<file path="src/rtl/ras_pkg.sv">
package ras_pkg;
  localparam int CB_W = 7;

  typedef enum logic [1:0] {K_CTRL = 2'b00, K_HEAD = 2'b01, K_DATA = 2'b10, K_TERM = 2'b11} kind_e;
  typedef enum logic [1:0] {C_NONE = 2'd0, C_EDC = 2'd1, C_ADDR = 2'd2, C_SEQ = 2'd3} cause_e;
  typedef enum logic {S_WAIT_HEAD = 1'b0, S_IN_PKT = 1'b1} seq_e;

  // Check field: low six bits XOR non-power-of-two position codes, top bit overall parity.
  function automatic logic [CB_W-1:0] edc_gen(input logic [63:0] d, input int n);
    logic [5:0] h;
    logic       par;
    int         pos;
    h   = '0;
    par = 1'b0;
    pos = 2;
    for (int j = 0; j < 64; j++) begin
      if (j < n) begin
        pos++;
        if ((pos & (pos - 1)) == 0) pos++;
        if (d[j]) h = h ^ pos[5:0];
        par = par ^ d[j];
      end
    end
    return {par ^ (^h), h};
  endfunction
endpackage

</file>
<file path="src/rtl/ras_edc_check.sv">
module ras_edc_check import ras_pkg::*; #(
  parameter int DATA_W = 35
) (
  input  logic              sym_valid,
  input  logic [DATA_W-1:0] data,
  input  logic [CB_W-1:0]   cb,
  output logic [CB_W-1:0]   syndrome,
  output logic              edc_fault
);
  localparam int PAD_W = 64 - DATA_W;

  always_comb begin
    syndrome  = cb ^ edc_gen({{PAD_W{1'b0}}, data}, DATA_W);
    edc_fault = sym_valid && (syndrome != '0);
  end
endmodule

</file>
<file path="src/rtl/ras_seq_fsm.sv">
module ras_seq_fsm import ras_pkg::*; (
  input  logic  clk,
  input  logic  rst_n,
  input  logic  ring_reset,
  input  logic  sym_valid,
  input  kind_e kind,
  output logic  seq_fault
);
  seq_e st_q, st_d;

  always_comb begin
    st_d      = st_q;
    seq_fault = 1'b0;
    if (sym_valid) begin
      unique case (kind)
        K_CTRL: ;
        K_HEAD: if (st_q == S_IN_PKT) seq_fault = 1'b1; else st_d = S_IN_PKT;
        K_DATA: if (st_q == S_WAIT_HEAD) seq_fault = 1'b1;
        K_TERM: if (st_q == S_WAIT_HEAD) seq_fault = 1'b1; else st_d = S_WAIT_HEAD;
      endcase
    end
  end

  always_ff @(posedge clk or negedge rst_n) begin
    if (!rst_n)          st_q <= S_WAIT_HEAD;
    else if (ring_reset) st_q <= S_WAIT_HEAD;
    else                 st_q <= st_d;
  end
endmodule

</file>
<file path="src/rtl/ras_diag_capture.sv">
module ras_diag_capture import ras_pkg::*; (
  input  logic            clk,
  input  logic            rst_n,
  input  logic            ring_reset,
  input  logic            fault_any,
  input  cause_e          cause,
  input  logic [CB_W-1:0] syndrome,
  input  logic            slot_free,
  output logic            abort_q,
  output logic            diag_valid,
  output cause_e          diag_cause,
  output logic [CB_W-1:0] diag_syndrome,
  output logic            inject
);
  logic pend_q;

  assign inject = pend_q && slot_free && !ring_reset;

  always_ff @(posedge clk or negedge rst_n) begin
    if (!rst_n) begin
      abort_q       <= 1'b0;
      diag_valid    <= 1'b0;
      diag_cause    <= C_NONE;
      diag_syndrome <= '0;
      pend_q        <= 1'b0;
    end else if (ring_reset) begin
      abort_q       <= 1'b0;
      diag_valid    <= 1'b0;
      diag_cause    <= C_NONE;
      diag_syndrome <= '0;
      pend_q        <= 1'b0;
    end else if (fault_any && !abort_q) begin
      abort_q       <= 1'b1;
      diag_valid    <= 1'b1;
      diag_cause    <= cause;
      diag_syndrome <= syndrome;
      pend_q        <= 1'b1;
    end else if (inject) begin
      pend_q        <= 1'b0;
    end
  end
endmodule

</file>
<file path="src/rtl/ras_abort_detector.sv">
module ras_abort_detector import ras_pkg::*; #(
  parameter int DATA_W = 35,
  parameter int ADDR_W = 6
) (
  input  logic              clk,
  input  logic              rst_n,
  input  logic              ring_reset,
  input  logic [ADDR_W:0]   node_count,
  input  logic              rx_valid,
  input  logic [DATA_W-1:0] rx_data,
  input  logic [CB_W-1:0]   rx_cb,
  output logic              tx_valid,
  output logic [DATA_W-1:0] tx_data,
  output logic [CB_W-1:0]   tx_cb,
  output logic              abort_o,
  output logic              diag_valid,
  output logic [1:0]        diag_cause,
  output logic [CB_W-1:0]   diag_syndrome
);
  localparam int KIND_LSB = DATA_W - 2;
  localparam int ADDR_LSB = KIND_LSB - ADDR_W;
  localparam int PAD_W    = 64 - DATA_W;
  localparam logic [DATA_W-1:0] ABORT_SYM = {2'b00, {(DATA_W-2){1'b1}}};

  kind_e           rx_kind;
  logic [ADDR_W-1:0] rx_addr;
  logic [CB_W-1:0] syndrome;
  logic            edc_fault, addr_fault, seq_fault, fault_any, inject;
  cause_e          cause, diag_cause_e;
  logic [CB_W-1:0] cap_syn;
  logic [DATA_W-1:0] tx_next;

  assign rx_kind    = kind_e'(rx_data[KIND_LSB +: 2]);
  assign rx_addr    = rx_data[ADDR_LSB +: ADDR_W];
  assign addr_fault = rx_valid && (rx_kind == K_HEAD) && ({1'b0, rx_addr} >= node_count);
  assign fault_any  = edc_fault || addr_fault || seq_fault;
  assign cause      = edc_fault ? C_EDC : (addr_fault ? C_ADDR : C_SEQ);
  assign cap_syn    = edc_fault ? syndrome : '0;
  assign tx_next    = rx_valid ? rx_data : ABORT_SYM;
  assign diag_cause = diag_cause_e;

  ras_edc_check #(.DATA_W(DATA_W)) u_edc (
    .sym_valid(rx_valid), .data(rx_data), .cb(rx_cb),
    .syndrome(syndrome), .edc_fault(edc_fault)
  );

  ras_seq_fsm u_seq (
    .clk(clk), .rst_n(rst_n), .ring_reset(ring_reset),
    .sym_valid(rx_valid), .kind(rx_kind), .seq_fault(seq_fault)
  );

  ras_diag_capture u_diag (
    .clk(clk), .rst_n(rst_n), .ring_reset(ring_reset),
    .fault_any(fault_any), .cause(cause), .syndrome(cap_syn),
    .slot_free(!rx_valid), .abort_q(abort_o), .diag_valid(diag_valid),
    .diag_cause(diag_cause_e), .diag_syndrome(diag_syndrome), .inject(inject)
  );

  always_ff @(posedge clk or negedge rst_n) begin
    if (!rst_n) begin
      tx_valid <= 1'b0;
      tx_data  <= '0;
      tx_cb    <= '0;
    end else if (ring_reset) begin
      tx_valid <= 1'b0;
    end else if (rx_valid || inject) begin
      tx_valid <= 1'b1;
      tx_data  <= tx_next;
      tx_cb    <= edc_gen({{PAD_W{1'b0}}, tx_next}, DATA_W);
    end else begin
      tx_valid <= 1'b0;
    end
  end
endmodule

</file>
<file path="config.mk">
export PLATFORM = sky130hd
export DESIGN_NAME = ras_abort_detector
export DESIGN_NICKNAME = d
export VERILOG_FILES = /design/src/rtl/ras_pkg.sv /design/src/rtl/ras_edc_check.sv /design/src/rtl/ras_seq_fsm.sv /design/src/rtl/ras_diag_capture.sv /design/src/rtl/ras_abort_detector.sv
export SDC_FILE = /design/constraint.sdc
export NUM_CORES = 1
export LEC_CHECK = 0
export CAP_MARGIN = 20
export CORE_AREA = 2 2 89 91
export DETAILED_ROUTE_END_ITERATION = 6
export DIE_AREA = 0 0 91 93
export GPL_ROUTABILITY_DRIVEN = 1
export MAX_ROUTING_LAYER = met4
export PLACE_DENSITY_LB_ADDON = 0.05
export SLEW_MARGIN = 5
export SYNTH_ARGS = -nofsm -noshare
export SYNTH_HDL_FRONTEND = slang
export SYNTH_SLANG_ARGS = --single-unit
export TNS_END_PERCENT = 1
</file>
<file path="constraint.sdc">
create_clock -name clk -period 1.9 [get_ports clk]
set_clock_uncertainty 0.05 [all_clocks]
set_input_delay 0.285 -clock clk [delete_from_list [all_inputs] [get_ports clk]]
set_output_delay 0.285 -clock clk [all_outputs]
set_load 0.03 [all_outputs]
</file>
; After elaboration in Yosys (flattened, before gate mapping)
; Index checks and enable logic that the tools add are counted.
[word_totals]
reg_bits = 55
latchBits = 0
ramBits = 0
romBits = 0
inputBits = 53
out_inout_bits = 54
word_cells = 746
n_memories = 0
[classes]
add_sub_neg = 102
mul = 0
n_div = 0
magnitude_cmp = 1
n_eq_ne = 3
shifts = 0
n_mux = 402
n_bitwise = 174
reduce_logical = 56
[op_table]
columns = cell, count
row1 = 32-bit two-way mux, 167
row2 = "32-bit by 2-bit adder with 32-bit output, second input constant", 67
row3 = 32-bit bitwise AND, 34
row4 = 32-bit logical NOT, 34
row5 = "32-bit by 2-bit subtractor with 32-bit output, second input constant", 34
row6 = 6-bit two-way mux, 116
row7 = 6-bit XOR, 34
row8 = 1-bit two-way mux, 83
row9 = 5-bit two-way mux, 15
row10 = 1-bit XOR, 70
row11 = 3-bit NOT, 14
row12 = 35-bit two-way mux, 1
row13 = 4-bit two-way mux, 7
row14 = 2-bit NOT, 13
row15 = 4-bit NOT, 6
row16 = 7-bit two-way mux, 3
row17 = 6-bit XOR reduction, 2
row18 = 2-bit two-way mux, 5
row19 = 3-bit two-way mux, 3
row20 = 6-bit by 7-bit >= comparator with 1-bit output, 1
row21 = 7-bit nonzero test, 1
row22 = 7-bit XOR, 1
row23 = "6-bit by 2-bit adder with 6-bit output, second input constant", 1
row24 = 1-bit logical AND, 6
row25 = 11 further kinds, 20

; Depth between registers and ports, before layout
[logic_depth]
ltp_word = 316
ltp_mapped = 12
ltp_nobuf = 12

; Cells and area by module
; From an unflattened synthesis, not the netlist that was laid out.
[hier_totals]
hier_cells = 357
hier_area_um2 = 4007.6
[modules_own_cells]
columns = mod, instances, cells_each, area_per_inst_um2, seq_area_each_um2
row1 = ras_abort_detector, 1, 229, 2583.7, 1076.0
row2 = ras_edc_check, 1, 70, 798.3, 0.0
row3 = ras_diag_capture, 1, 51, 556.8, 275.3
row4 = ras_seq_fsm, 1, 7, 68.8, 25.0

; Least setup slack after synthesis
; OpenSTA, ideal clock, no wires.
[synth_path]
path_type = input-to-reg
from = input port rx_data[32]
to = register u_diag.diag_valid
setup_time_ns = 0.119
arrival_time_ns = 2.920
required_time_ns = 1.731
path_slack_ns = -1.189
path_stages = 10
n_path_buf = 0
path_cell_list = xor2_1 -> xnor2_1 -> xnor2_1 -> xnor3_2 -> xnor3_1 -> xnor3_2 -> xnor2_2 -> nor4_4 -> a21oi_1 -> o21a_1
[synth_between]
elab_chain_cells = 14
elab_cells_between_ends = 19
cone_classes = order compare (1) / mux (3) / bitwise (7) / reduce/logical (8)
[synth_rtl]
columns = item, line
row1 = "start, declared", ras_abort_detector.sv:10  ; input logic [DATA_W-1:0] rx_data,
row2 = 6-bit two-way mux, ras_pkg.sv:20  ; if (d[j]) h = h ^ pos[5:0];
row3 = 2-bit NOT (no source line), --
row4 = 6-bit two-way mux, ras_pkg.sv:20
row5 = 3-bit NOT (no source line), --
row6 = 6-bit two-way mux, ras_pkg.sv:20
row7 = 6-bit XOR reduction, ras_pkg.sv:24  ; return {par ^ (^h), h};
row8 = 1-bit XOR, ras_pkg.sv:24
row9 = 7-bit XOR, ras_edc_check.sv:13  ; syndrome = cb ^ edc_gen({{PAD_W{1'b0}}, data}, DATA_W);
row10 = 7-bit nonzero test, ras_edc_check.sv:14  ; edc_fault = sym_valid && (syndrome != '0);
row11 = 1-bit logical AND, ras_edc_check.sv:14
row12 = 1-bit logical OR * (2 in series), ras_abort_detector.sv:36  ; assign fault_any = edc_fault || addr_fault || seq_fault;
row13 = 1-bit logical AND *, ras_diag_capture.sv:32  ; end else if (fault_any && !abort_q) begin
row14 = 2-bit nonzero test (no source line) *, --
row15 = "end signal, assigned", ras_diag_capture.sv:22  ; diag_valid <= 1'b0;
row16 = "end signal, assigned", ras_diag_capture.sv:28  ; diag_valid <= 1'b0;
row17 = "end signal, assigned", ras_diag_capture.sv:34  ; diag_valid <= 1'b1;
row18 = "end, declared", ras_diag_capture.sv:10  ; output logic diag_valid,
; Mark *: on every way between the ends. The rest lies on a longest branch, timed or not.
; A chain may end at the register's enable or synchronous reset.

; Worst setup path after layout
[layout_path]
from = input port rx_data[20]
to = register u_diag.diag_syndrome[0]
[layout_between]
elab_chain_cells = 31
elab_cells_between_ends = 53
cone_classes = mux (18) / bitwise (28) / reduce/logical (7)
[layout_rtl]
columns = item, line
row1 = 5-bit two-way mux, ras_pkg.sv:20
row2 = 4-bit NOT (no source line), --
row3 = 5-bit two-way mux, ras_pkg.sv:20
row4 = 5-bit two-way mux / 3-bit NOT (equally long branches), --
row5 = 5-bit two-way mux, ras_pkg.sv:20
row6 = 4-bit NOT (no source line), --
row7 = 5-bit two-way mux, ras_pkg.sv:20
row8 = 5-bit NOT (no source line) / 4-bit NOT (equally long branches), --
row9 = [14 not listed], --
row10 = 6-bit XOR reduction, ras_pkg.sv:24
row11 = 1-bit XOR, ras_pkg.sv:24
row12 = 7-bit XOR *, ras_edc_check.sv:13
row13 = 7-bit nonzero test *, ras_edc_check.sv:14
row14 = 1-bit logical AND *, ras_edc_check.sv:14
row15 = 1-bit logical OR (2 in series), ras_abort_detector.sv:36
row16 = 1-bit logical AND, ras_diag_capture.sv:32
row17 = 2-bit nonzero test (no source line), --
row18 = "end signal, assigned", ras_diag_capture.sv:36  ; diag_syndrome <= syndrome;
row19 = "end, declared", ras_diag_capture.sv:12  ; output logic [CB_W-1:0] diag_syndrome,
; Mark *: on every way between the ends. The rest lies on a longest branch, timed or not. The select of a mux whose other input is x is not followed.

==> reports/metrics.cfg <==
[final_layout]
instances_no_fill=532
fin_nets=488
num-fill-cells=668
diodes=0
synthToLayoutAreaGrowth_pct=64.9
drive_gt1_frac=0.249
seq_area_um2=1380
fin_area_um2=4850
multi_input_comb_area_um2=1630

[placed_design]
dpl.hpwl_um=6380
numPortBuffers=106
placed_area_um2=4650
place_inst=517
gp_congestion=0.872

[power_and_ir_drop]
pwr_density_cell_nw_per_um2=1100
ir_drop_uv=486
power_leakage_uw=0.00211
power_uw=5340

[yosys]
synth_fa_ha_area_frac=0.0256
synth.top_cell.area_share=0.468
synth_cell_types=35
synth_mux_area_frac=0.00341
synth_top_family_by_area=XOR/XNOR gates
synthSimpleGateAreaFrac=0.0477
yosysWarnings=0
netlist.top_cell.by_area=dfrtp_1
syn_inst=258
synth_area_per_cell_um2=11.4
yosys-top-cells-area=dfrtp_1, xnor2_1, o22a_1
synth-compound-area-share=0.181
synth_area_um2=2940
ys_seq_elements=55
seq_area_frac_synth=0.468
synthesis.nets=317
yosys.area_share.xor_xnor=0.241

[floorplan]
initial_core_util=0.390
num_io_pins=107
die_h_um=93
fp.dieW_um=91
design.die.area_um2=8460
row_count=32
core_area_um2=7530

[detailed_routing]
antenna_left=0
wirelength_um=8220
firstDrtPassIters=4
wl_per_cell_um=15.5
drc_errors=0
viasPerCell=4.77
first_iter_violations=62
via_count=2539

[timing]
rsz0062_at_grt=yes
fin_crit_sh=1.43
maxSlewViolCount=0
maxSlewHeadroom=0.622
layout_min_cycle_time_ps=2720
hold_violations=0
hold_slack_ps=221
fmax_ghz=0.368
tightest_slew_ps=562
setup_viol=12
finalWorstSetupSlack_ps=-820

[setup_path]
critical_path_class=in2reg
cp.arrival_ps=2900
cp-end-kind=register
critPathLaunchType=primary input
rrSetupSlack_ps=540
r2r_end=tx_data[7]
reg2reg_from=u_diag.pend_q
path_max_fanout=6
rr_worst_depth=4
required_ps=2080

[clock_network]
clock_latency_ps=310
numClockSinks=55
numCtsBuffers=5
clockRootBuffer=clkbuf_8
cts_max_level=2
clk_pin_slew_ps=100
tritoncts=built
clock_path_buffers=2

[global_routing]
antenna_found_initial=0
grt_pass1_wl_um=13500
grt_max_degree=36
overflow=0
grt_pass1_vias=2735
grtUsageTotal=0.207

[hold_path]
hold_end=tx_data[17]
hold_depth=2
min_from=rx_data[17]
hold_class=in2reg

[flow_run]
cap_viol_max_count=0

[run_status]
status=finished with violations
violations=negative setup slack

[worst max-delay path, stage by stage]
cell	delay [ps]
clkdlybuf4s50_1	490
xnor2_1	150
xnor2_1	170
xnor2_1	190
xnor2_1	200
xnor3_1	370
xnor3_2	280
xnor2_2	170
nor4_4	150
buf_6	170
o211ai_4	90
o22ai_1	180
[metal layers]
| metal | routed length, um | track usage | vias to the layer above |
|---|---|---|---|
| met5 | 0 | - | - |
| met4 | 70 | 0.0606 | 0 |
| met3 | 345 | 0.0290 | 6 |
| met2 | 4360 | 0.373 | 71 |
| met1 | 3450 | 0.243 | 1228 |
| li1 | - | - | 1234 |
[registers in the layout, indices dropped and copies added (netlist names)]
name                  cells
tx_data                  35
tx_cb                     7
u_diag.diag_syndrome      7
u_diag.diag_cause         2
tx_valid                  1
u_diag.diag_valid         1
u_diag.pend_q             1
u_seq.st_q                1
[cells by family (layout without fill, tap and decap cells)]
logic type | Yosys count | after routing
compound gates | 69 | 69
xor+xnor | 75 | 75
fa+ha+maj | 6 | 6
buf+inv | 22 | 194
flops | 55 | 55
mux | 1 | 1
simple gates | 30 | 30
[power breakdown]
| part | internal [uW] | total (uW) | switching [uW] |
|---|---|---|---|
| combinational | 1680 | 3160 | 1480 |
| sequential | 1390 | 1520 | 132 |
| clock | 258 | 656 | 398 |
[worst max-delay path by stage]
stage	from	endpoint	slack, ps	cells past startpoint
floorplan	rx_data[16]	u_diag.diag_valid	-720	10
global placement	rx_data[17]	u_diag.diag_syndrome[2]	-1440	12
detailed placement	rx_data[16]	u_diag.diag_syndrome[2]	-1520	12
CTS	rx_data[20]	u_diag.diag_syndrome[0]	-840	12
global route	rx_data[20]	u_diag.diag_syndrome[0]	-940	12
finish	rx_data[20]	u_diag.diag_syndrome[0]	-820	12
[through the flow]
step                TNS [ps]  setup slack (ps)   util
global route          -10090              -945  0.644
finish                 -8740              -820  0.644
CTS                    -8900              -835  0.641
global placement      -17750             -1440  0.618
detailed placement    -18720             -1520  0.618
floorplan              -7480              -719      -
[layout by cell type (no fill, tap or decap), drive strengths merged, types with 2 or more instances in the layout]
| master | count |
|---|---|
| a21oi | 13 |
| xnor2 | 55 |
| dlygate4sd2 | 20 |
| nand2 | 11 |
| clkdlybuf4s15 | 2 |
| xor2 | 17 |
| o22a | 34 |
| clkbuf | 7 |
| o22ai | 3 |
| nand2b | 2 |
| nor4 | 2 |
| xnor3 | 3 |
| clkdlybuf4s50 | 79 |
| clkinv | 2 |
| a21o | 4 |
| o21ai | 5 |
| nor2 | 14 |
| dfrtp | 55 |
| inv | 11 |
| buf | 69 |
| a22o | 3 |
| clkinvlp | 2 |
| ha | 6 |
[cell usage after synthesis]
cell type   n
dfrtp_1    55
xnor2_1    54
o22a_1     33
xor2_1     17
nor2_1     14
a21oi_1    12
inv_1      11
nand2_1    11
clkbuf_1    7
ha_1        6
a21o_1      4
a22o_1      3
o21ai_1     3
o22ai_1     3
buf_4       2
nand2b_1    2
o21ai_0     2
xnor3_2     2
a21oi_2     1
buf_6       1
clkinv_1    1
mux2i_1     1
nand4_1     1
nor4_1      1
nor4_4      1
o211a_1     1
o211ai_2    1
o21a_1      1
o21bai_1    1
o22a_2      1
o2bb2ai_1   1
o31ai_1     1
o32ai_1     1
xnor2_2     1
xnor3_1     1
[timing repair]
action | in CTS | in global routing
endpoints found under the hold margin | 16 | 0
hold buffers | 1 | 0
endpoints found under the setup margin | 16 | 13
buffers inserted | 5 | 1
cloned | 0 | 0
resized for setup | 38 | 11
pin swaps | 15 | 6
[area by class of cell]
| class | count | area share |
|---|---|---|
| Inverter | 12 | 0.00930 |
| Clock inverter | 3 | 0.00413 |
| Sequential cell | 55 | 0.284 |
| Timing Repair Buffer | 174 | 0.325 |
| Clock buffer | 5 | 0.0142 |
| Multi-Input combinational cell | 181 | 0.337 |
| Tap cell | 102 | 0.0263 |
Power figures use the tool's default switching activity.
